## config.mk

```make
export PLATFORM = sky130hd
export DESIGN_NAME = wired_bus_resolver
export DESIGN_NICKNAME = d
export VERILOG_FILES = /design/src/rtl/wbr_pkg.sv /design/src/rtl/wbr_pair_merge.sv /design/src/rtl/wbr_fold.sv /design/src/rtl/wbr_hold.sv /design/src/rtl/wired_bus_resolver.sv
export SDC_FILE = /design/constraint.sdc
export NUM_CORES = 1
export LEC_CHECK = 0
export BUFFER_PORTS_ARGS = -buffer_cell sky130_fd_sc_hd__buf_2
export CAP_MARGIN = 20
export CORE_UTILIZATION = 42
export CTS_CLUSTER_SIZE = 14
export DETAILED_ROUTE_END_ITERATION = 7
export PLACE_DENSITY_LB_ADDON = 0.1
export SLEW_MARGIN = 20
export SYNTH_ARGS = -nofsm -noshare
export SYNTH_HDL_FRONTEND = slang
export SYNTH_SLANG_ARGS = --single-unit
export TNS_END_PERCENT = 30
```

## constraint.sdc

```tcl
create_clock -name clk_i -period 3 [get_ports clk_i]
set_clock_uncertainty 0.1 [all_clocks]
set_input_delay 0.45 -clock clk_i [delete_from_list [all_inputs] [get_ports clk_i]]
set_output_delay 0.45 -clock clk_i [all_outputs]
set_load 0.02 [all_outputs]
```

## src/rtl/wbr_pkg.sv

```systemverilog
package wbr_pkg;
  typedef logic [1:0] lv_t;

  localparam lv_t LV_0 = 2'b00;
  localparam lv_t LV_1 = 2'b01;
  localparam lv_t LV_Z = 2'b10;
  localparam lv_t LV_X = 2'b11;

  localparam int KIND_BUS = 0;
  localparam int KIND_REG = 1;

  localparam int RULE_WIRED = 0;
  localparam int RULE_OR    = 1;

  // Neutral start value of the fold for a given rule
  function automatic lv_t seed_of(input int rule);
    return (rule == RULE_OR) ? LV_0 : LV_Z;
  endfunction
endpackage

```

## src/rtl/wbr_pair_merge.sv

```systemverilog
module wbr_pair_merge
  import wbr_pkg::*;
#(
  parameter int RULE = RULE_WIRED
) (
  input  logic [1:0] a_i,
  input  logic [1:0] b_i,
  output logic [1:0] y_o
);
  generate
    if (RULE == RULE_OR) begin : g_or
      always_comb begin
        if (a_i == LV_1 || b_i == LV_1)
          y_o = LV_1;
        else if (a_i[1] || b_i[1])
          y_o = LV_X;
        else
          y_o = LV_0;
      end
    end else begin : g_wired
      always_comb begin
        if (a_i == LV_X || b_i == LV_X)
          y_o = LV_X;
        else if (a_i == LV_Z)
          y_o = b_i;
        else if (b_i == LV_Z)
          y_o = a_i;
        else if (a_i == b_i)
          y_o = a_i;
        else
          y_o = LV_X;
      end
    end
  endgenerate
endmodule

```

## src/rtl/wbr_fold.sv

```systemverilog
module wbr_fold
  import wbr_pkg::*;
#(
  parameter int N    = 8,
  parameter int RULE = RULE_WIRED
) (
  input  logic [N-1:0]   en_i,
  input  logic [2*N-1:0] drv_i,
  output logic [1:0]     fold_o
);
  localparam lv_t SEED = seed_of(RULE);

  logic [N:0][1:0] chain;

  assign chain[0] = SEED;

  generate
    for (genvar g = 0; g < N; g++) begin : g_stage
      logic [1:0] contrib;
      // A switched-off driver is replaced by the neutral value
      assign contrib = en_i[g] ? drv_i[2*g +: 2] : SEED;
      wbr_pair_merge #(.RULE(RULE)) merge_i (
        .a_i (chain[g]),
        .b_i (contrib),
        .y_o (chain[g+1])
      );
    end
  endgenerate

  assign fold_o = chain[N];
endmodule

```

## src/rtl/wbr_hold.sv

```systemverilog
module wbr_hold
  import wbr_pkg::*;
#(
  parameter int KIND = KIND_REG
) (
  input  logic       clk_i,
  input  logic       rst_i,
  input  logic       any_on_i,
  input  logic [1:0] fold_i,
  output logic [1:0] res_o
);
  generate
    if (KIND == KIND_REG) begin : g_reg
      logic [1:0] hold_q;
      always_ff @(posedge clk_i) begin
        if (rst_i)
          hold_q <= LV_Z;
        else if (any_on_i)
          hold_q <= fold_i;
      end
      assign res_o = any_on_i ? fold_i : hold_q;
    end else begin : g_bus
      // Fold already yields the idle value when nothing is enabled
      assign res_o = fold_i;
    end
  endgenerate
endmodule

```

## src/rtl/wired_bus_resolver.sv

```systemverilog
module wired_bus_resolver
  import wbr_pkg::*;
#(
  parameter int N    = 8,
  parameter int KIND = KIND_REG,
  parameter int RULE = RULE_WIRED
) (
  input  logic           clk_i,
  input  logic           rst_i,
  input  logic [N-1:0]   en_i,
  input  logic [2*N-1:0] drv_i,
  output logic [1:0]     res_o,
  output logic           none_on_o
);
  logic       any_on;
  logic [1:0] fold;

  assign any_on    = |en_i;
  assign none_on_o = ~any_on;

  wbr_fold #(.N(N), .RULE(RULE)) fold_i (
    .en_i   (en_i),
    .drv_i  (drv_i),
    .fold_o (fold)
  );

  wbr_hold #(.KIND(KIND)) hold_i (
    .clk_i    (clk_i),
    .rst_i    (rst_i),
    .any_on_i (any_on),
    .fold_i   (fold),
    .res_o    (res_o)
  );
endmodule

```

==> metrics.txt, run 1 <==
status finished, violations left; failing checks negative setup slack; final wirelength 2040 um; CTS Buf Count 3; num rows 13; Setup Viol. Count Final 1; die extent in x 41.5 um; gr ovfl total 0; Power Density 239 nW/um^2; unrepaired setup endpoints after global routing true; first-pass GRT wire length 3340 um; Syn Nets 127; Psw 0.0000878 W; Root Buffer clkbuf_4; all-layer global routing usage 24.0%; Final Max Tran Viols 0; Antenna Nets Post-Route 0; Regs by FF count hold_i.g_reg.hold_q x2; Util after Layout 71.7%; Synth Instances 101; Mean Syn Cell Area 6.49 sq um; post-synthesis sequential area ratio 6.11%; post-route insts no fill 160; Post-Synthesis Cell Area 656 sq um; crit path time final 3.02 ns; WP data required 2.45 ns; ANT cells 0; fmax 331 MHz; finished layout cell area 991 sq um; Power Internal 0.000149 W; placed insts 155; RePlAce Congestion 0.840; max FFs per register 2; Setup crit start kind input port; post-detail-place hpwl 1600 um; Via density 6.04; total number of vias 966; Least-Margin Pin Slew 0.400 ns; Starting DRT DRC Count 28; worst rel slew slack 73.1%; Crit. End Element output pin; Max Cap Violations 0; Yosys warning total 0; post-synthesis register bit count 2; clk_lat worst skew 0.22 ns; Main synth FF type dfxtp_1; Seq pwr share 12.7%; antenna violations before repair 0; Die ar. 1720 sq um; vias in the first global route 838; P&R area growth vs syn 51.1%; Clock Power Share 25.9%; pin count of the biggest net entering global routing 8; DRC 0; CTS Sinks 2; Reg with most FFs hold_i.g_reg.hold_q; Nets 173; CTS tree done; Post-synth EDFFs 0; Gate power share 61.3%; leakage power 0.460 nW; initial core utilization 47.4%; fin crit share 101%; Routed WL per cell 12.8 um; sw frac 37.1%; final hold vios 0; clk slew on worst S/H paths 0.03 ns; worst vdd ir 0.000232 V; core region area 1380 sq um; Final WS setup -0.0174 ns; crit-path max FO 4; # hold bufs at CTS 0; Worst Path Arrival 2.47 ns; Hold Crit Class input port to register; IO Port Bufs 28; ys async rst share 0%; placed inst area 920 sq um; Pre-Repair DR Iteration Count 4; layout cells sized above 1 40.0%; CP Class input port to output pin; Netlist cell types 39; Max clock buf depth 2; Die Span Y 41.5 um; CTS H-tree lvls 1; IO Pins 29
-- timing repair --
action	in CTS	in global routing
pin swaps	6	3
resized for setup	8	3
setup endpoints to repair	1	1
buffers inserted	1	1
cloned	0	0
-- stage by stage --
stage	setup TNS [ns]	hold WS [ns]	worst slack (ns)	total power, W
6_report	-0.0174	0.298	-0.0174	0.000236
5_1_grt	-0.0903	0.277	-0.0903	0.000258
4_1_cts	-0.0179	0.287	-0.0179	0.000238
3_5_place_dp	-0.125	0.429	-0.125	0.000164
3_3_place_gp	-0.101	0.416	-0.101	0.000160
2_1_floorplan	-0.0249	0.395	-0.0249	0.000104
-- kinds of logic (layout without fill, tap and decap cells) --
kind of cell	count (synthesis)	count (layout)	synth area share [%]
AOI/OAI and AO/OA	34	34	33.6
muxes	4	4	7.25
buffers and inverters	8	52	4.58
DFF	2	2	6.11
and+or+nand+nor	53	53	48.5
-- routing by layer --
metal  vias to the layer above  wire, um  global-route usage [%]
met1                       445       927                    31.3
met3                         2       113                    2.61
met2                        33       992                    38.8
met5                         -         0                       0
met4                         0        10                    11.6
li1                        486         -                       -
-- Yosys cell counts, types with 3 or more instances --
master,n,area [sq um]
nand4_1,3,18.8
o21ai_0,13,65.1
or4_1,3,22.5
o31ai_1,3,22.5
nor2_1,4,15.0
inv_1,7,26.3
nand2_1,11,41.3
a21oi_1,6,30.0
nand3_1,6,30.0
nand2b_1,6,37.5
-- cell type report --
cell class	count	area, sq um
Multi-Input combinational cell	91	623
Clock buffer	3	22.5
Sequential cell	2	40.0
Fill cell	128	392
Tap cell	15	18.8
Timing Repair Buffer	42	260
Inverter	7	26.3
-- critical path: stages --
cell and delay (ns):
buf_6 0.09, nand3b_1 0.13, and4b_2 0.23, o31a_1 0.26
o31ai_2 0.27, or2_4 0.17, mux2_4 0.29, or3b_4 0.39
nand3_4 0.07, buf_6 0.11
-- power groups by stage --
stage	clock network (W)	registers, W	logic (W)
2_1_floorplan	0	0.0000303	0.0000741
3_3_place_gp	0	0.0000303	0.000130
3_5_place_dp	0	0.0000306	0.000133
4_1_cts	0.0000651	0.0000301	0.000142
5_1_grt	0.0000698	0.0000303	0.000157
6_report	0.0000613	0.0000301	0.000145
-- cell usage in the layout, fill, tap and decap left out, drive strengths merged, types with 3 or more instances in the layout --
cell type and n:
buf 42, o21ai 13, nand2 11, inv 7
nand3 7, nand2b 6, a21oi 6, nor2 4
or4 3, nand4 3, clkbuf 3, mux2 3
o31ai 3
-- path summary, 6_finish.rpt --
| kind | cells after the start | end | slack (ns) | startpoint |
|---|---|---|---|---|
| hold / removal | 2 | hold_i.g_reg.hold_q[0] | 0.30 | rst_i |
| setup reg to reg | 2 | hold_i.g_reg.hold_q[0] | 2.13 | hold_i.g_reg.hold_q[0] |
| hold reg to reg | 2 | hold_i.g_reg.hold_q[1] | 0.44 | hold_i.g_reg.hold_q[1] |
| setup / recovery | 10 | res_o[1] | -0.02 | drv_i[1] |
Note: power is estimated with default switching activity, not from simulation.
==> inputs of run 2 (changes only) <==
- ABC_AREA: default -> 1
- CORE_UTILIZATION: 42 -> 43
==> run 2 against run 1 <==
Effect of this change:
- the run ends with design-rule violations, negative setup slack left
- via count up 45%
- synthesized cell count up 58%
- count of clock-buffer cells in the layout unchanged
- die area up 11%
- register-to-register slack better by 0.12 ns
- power up 53%
- sequential share of layout area down 1.2 points
- global-route usage up 1.6 points
==> metrics.txt, run 2 <==
Netlist cell types 19; Starting DRT DRC Count 133; failing checks design-rule violations, negative setup slack; unrepaired setup endpoints after global routing true; Die ar. 1920 sq um; pin count of the biggest net entering global routing 7; synth top area cells nand2_1 26%, inv_1 17%, nor2_1 10%; Yosys warning total 0; Setup crit start kind input port; antenna violations before repair 0; commonest cells after routing, fill and taps aside 31 x nand2_1, 30 x inv_1, 21 x buf_2; GRT Max-Usage Layer met2; Reg with most FFs hold_i.g_reg.hold_q; Antenna Nets Post-Route 0; Gate power share 75.1%; post-detail-place hpwl 1720 um; ys async rst share 0%; Syn Nets 186; clk slew on worst S/H paths 0.03 ns; slowest cell delay on critical path 0.22 ns; WP buf/inv 3; CTS Buf Count 3; clk_lat worst skew 0.22 ns; crit-path max FO 6; Regs by FF count hold_i.g_reg.hold_q x2; synth cell count leaders 52 x nand2_1, 35 x inv_1, 21 x nor2_1; post-synthesis register bit count 2; WP data required 2.45 ns; Setup Viol. Count Final 3; final hold vios 0; sw frac 50.0%; Max clock buf depth 2; gr ovfl total 0; met2 Use GR 55.2%; share of Yosys cell area claimed by the top area cell type 26.0%; Synth area leader nand2_1; worst vdd ir 0.000304 V; IO Port Bufs 28; Via density 6.26; Seq pwr share 8.0%; core region area 1580 sq um; Psw 0.000181 W; Root Buffer clkbuf_4; Least-Margin Pin Slew 0.318 ns; Clock Power Share 16.9%; RePlAce Congestion 0.876; CTS H-tree lvls 1; Nets 236; die extent in x 43.8 um; Pre-Repair DR Iteration Count 7; Routed WL per cell 17.4 um; Post-synth EDFFs 0; Max Cap Violations 0; worst rel slew slack 78.5%; CP Class input port to output pin; worst slack, placed -0.428 ns; fin crit share 121%; all-layer global routing usage 25.6%; DRC 1; Final Max Tran Viols 0; CTS tree done; max FFs per register 2; Final WS setup -0.640 ns; Worst Path Arrival 3.09 ns; setup tns final -1.48 ns; Hold Crit Class input port to register; final wirelength 3890 um; Mean Syn Cell Area 4.70 sq um; Die Span Y 43.8 um; Main synth FF type dfxtp_1; Post-Synthesis Cell Area 752 sq um; most common cell after layout, fill and taps aside nand2_1; master of the slowest instance on the critical path a311oi_2; initial core utilization 47.7%; M1 GR Usage 25.6%; met3 Usage GRT 1.25%; CTS Sinks 2; vias in the first global route 1074; layout cells sized above 1 52.4%; Power Internal 0.000181 W; P&R area growth vs syn 88.2%; Power, Total 0.000362 W; crit path time final 3.64 ns; num rows 14; finished layout cell area 1420 sq um; Crit. End Element output pin; IO Pins 29; ANT cells 0; placed inst area 980 sq um; Synth Instances 160; CP Cell Sequence buf_8 > nand2_4 > nor2_2 > nand2_2 > nand3_4 > nand2_2 > nand2_2 > nand2_4 > nand2_4 > nand4_1 > nand2_2 > nand3_4 > a311oi_2 > buf_4 > nor2_1 > nor2_1 > nor2_2 > nand4_1 > nand3_2 > nand3_2 > nand4_1 > nand2_1 > buf_6; CP top delay family simple AND/OR/NAND/NOR gates; most frequent cell after synthesis nand2_1; fmax 275 MHz; Power Density 256 nW/um^2; Most common cell on crit path nand2_2; first-pass GRT wire length 3860 um; leakage power 0.796 nW; total number of vias 1403; post-synthesis sequential area ratio 5.32%; status finished, violations left
## run 2: cell families (layout without fill, tap and decap cells)
family,count (synthesis),after routing,share of synthesized area (%)
compound gates,8,8,6.32
xor+xnor,1,1,1.16
buf+inv,35,83,17.5
flops,2,2,5.32
simple gates,114,114,69.7
## run 2: layout make-up
class | count | area (sq um)
well taps | 16 | 20.0
flip-flops and latches | 2 | 40.0
multi-input cells | 123 | 867
clock buffers | 3 | 22.5
repair buffers | 45 | 324
inverters | 35 | 141
fillers | 66 | 161
## run 2: what timing repair did
item,4_1_cts,5_1_grt
resized for setup,18,74
hold buffers,0,0
setup endpoints to repair,2,3
pin swaps,10,31
buffers inserted,8,0
gates cloned,0,0
## run 2: power groups by stage
stage | combinational, W | sequential [W] | clock [W]
after floorplan | 0.000104 | 0.0000291 | 0
after global placement | 0.000154 | 0.0000292 | 0
after detailed placement | 0.000159 | 0.0000292 | 0
after CTS | 0.000184 | 0.0000289 | 0.0000610
after global routing | 0.000285 | 0.0000292 | 0.0000648
final | 0.000272 | 0.0000290 | 0.0000611
## run 2: path summary, 6_finish.rpt
kind | from | end | slack, ns | cells past startpoint
hold / removal | rst_i | hold_i.g_reg.hold_q[0] | 0.31 | 2
hold reg to reg | hold_i.g_reg.hold_q[1] | hold_i.g_reg.hold_q[1] | 0.38 | 2
setup / recovery | en_i[1] | res_o[1] | -0.64 | 23
setup reg to reg | hold_i.g_reg.hold_q[0] | hold_i.g_reg.hold_q[0] | 2.25 | 2
## run 2: metal layers
| metal | routed length (um) | up-vias |
|---|---|---|
| met5 | 0 | - |
| met4 | 277 | 0 |
| met3 | 413 | 47 |
| met2 | 1850 | 153 |
| met1 | 1360 | 606 |
| li1 | - | 597 |
## run 2: per-stage QoR
stage	hold slack, ns	util, %	cells
floorplan	0.339	-	160
global placement	0.364	62.1	213
detailed placement	0.365	62.1	213
CTS	0.300	71.0	224
global route	0.312	89.8	224
finish	0.314	89.8	224
==> inputs of run 3 (changes only) <==
- CORE_UTILIZATION: 43 -> 50
- clock period: 3 -> 4.2 ns (I/O delays scaled with it)
==> run 3 against run 2 <==
Effect of this change:
- the flow now finishes without violations
- hold slack improved by 0.047 ns
- design area shrank 34%
- cell count shrank 8.0%
- flip-flop and latch count unchanged
- wire length fell by 53%
- first-iteration DRC count fell by 83%
- core utilization shrank 21 points
- combinational power decreased by 62%
- clock power down 32%
- sequential power is 29% lower
- critical path type unchanged
- largest power group unchanged
==> metrics.txt, run 3 (synthesis results as in run 2) <==
Max clock buf depth 2; num rows 13; Die ar. 1660 sq um; most common cell after layout, fill and taps aside nand2_1; Setup Viol. Count Final 0; core region area 1350 sq um; # fillers 136; first-pass GRT wire length 2820 um; Pre-Repair DR Iteration Count 4; antenna violations before repair 0; die extent in x 40.8 um; Reg2Reg Launch Point hold_i.g_reg.hold_q[0]; Util after Layout 69.1%; Post-CTS Setup Bufs 0; IO Port Bufs 28; final wirelength 1820 um; Worst Hold Launch hold_i.g_reg.hold_q[1]; P&R area growth vs syn 24.1%; FF-to-FF End hold_i.g_reg.hold_q[0]; CTS Buf Count 3; # hold bufs at CTS 0; Regs by FF count hold_i.g_reg.hold_q x2; Root Buffer clkbuf_4; Die Span Y 40.8 um; Hold Path Depth 2; IO Pins 29; Hold Path End hold_i.g_reg.hold_q[1]; setup tns final 0 ns; worst hold-check slack 0.361 ns; CTS resizes 0; pin count of the biggest net entering global routing 7; sequential cell area 40.0 sq um; total number of vias 1022; Least-Margin Pin Slew 0.487 ns; Antenna Nets Post-Route 0; initial core utilization 55.7%; clk slew on worst S/H paths 0.03 ns; crit-path max FO 6; Routed WL per cell 8.82 um; Starting DRT DRC Count 23; Setup crit start kind input port; CTS H-tree lvls 1; CTS Sinks 2; DRC 0; worst vdd ir 0.000172 V; clk_lat worst skew 0.22 ns; WP data required 3.47 ns; status completed; Hold Crit Class register to register; CP Class input port to output pin; RePlAce Congestion 0.865; Worst Path Arrival 3.03 ns; unrepaired setup endpoints after global routing false; vias in the first global route 783; Reg with most FFs hold_i.g_reg.hold_q; R2R Setup Slk 3.50 ns; commonest cells after routing, fill and taps aside 52 x nand2_1, 35 x inv_1, 28 x buf_2; post-detail-place hpwl 1560 um; Final Max Tran Viols 0; crit path time final 3.76 ns; final hold vios 0; Crit. End Element output pin; fmax 266 MHz; max FFs per register 2; all-layer global routing usage 24.7%; ANT cells 0; cells on worst reg2reg path 2; Power Density 178 nW/um^2; Nets 219; CTS tree done; fin crit share 89.4%; worst rel slew slack 67.3%; leakage power 0.627 nW; gr ovfl total 0; Multi-input gate area 581 sq um; layout cells sized above 1 24.1%; Via density 4.96; Max Cap Violations 0
[run 3: changes by cell type in the layout (fill, tap and decap cells not counted), moves of 3 or more]
cell / previous run / this run
buf_4: 17 / 0
nand2_1: 31 / 52
nand3_4: 7 / 0
nand3_1: 6 / 15
nand2_2: 18 / 7
nor2_2: 7 / 4
nor2_4: 4 / 0
inv_1: 30 / 35
nand2_4: 9 / 0
buf_6: 5 / 0
nor2_1: 14 / 21
buf_2: 21 / 28
[run 3: worst max path at each step]
| stage | startpoint | to |
|---|---|---|
| detailed placement | en_i[0] | res_o[1] |
| global placement | en_i[0] | res_o[1] |
| finish | en_i[1] | res_o[1] |
| floorplan | drv_i[1] | res_o[1] |
| CTS | en_i[1] | res_o[1] |
| global route | en_i[1] | res_o[1] |
[run 3: area by class of cell]
| class | count | share of cell area (%) |
|---|---|---|
| Clock buffer | 3 | 2.41 |
| Inverter | 35 | 14.1 |
| Multi-Input combinational cell | 123 | 62.2 |
| Sequential cell | 2 | 4.29 |
| Tap cell | 15 | 2.01 |
| Timing Repair Buffer | 28 | 15.0 |
[run 3: worst max-delay path, cell delays in order]
cell	delay [ns]
buf_2	0.14
nand3_1	0.10
nand2_1	0.06
a21oi_1	0.19
nand3_1	0.17
a21oi_1	0.15
nor2_1	0.06
nand3_2	0.10
nand3_2	0.13
a311oi_1	0.43
nand4_1	0.13
or2_1	0.23
nand3_1	0.11
nand2_1	0.06
nand4_1	0.11
nand2_1	0.06
buf_2	0.15
[run 3: report_power, final]
part           switching, W  total [W]  internal [W]
registers       0.000000264  0.0000206     0.0000203
logic             0.0000658   0.000104     0.0000378
clock network     0.0000103  0.0000418     0.0000315
total             0.0000763   0.000166     0.0000896
[run 3: per-layer routing]
metal	vias up	part of all wire, %	global-route usage [%]
met5	-	0	0
met2	27	51	44.5
met4	0	0	7.50
met1	436	46	29.7
li1	559	-	-
met3	0	3.2	3.26
[run 3: stage by stage]
step	total power (W)	instance area, sq um	cells	worst slack, ns
CTS	0.000167	933	206	0.454
detailed placement	0.000124	911	203	0.456
finish	0.000166	933	206	0.445
global route	0.000186	933	206	0.0570
floorplan	0.0000949	752	160	0.943
global placement	0.000120	911	203	0.478
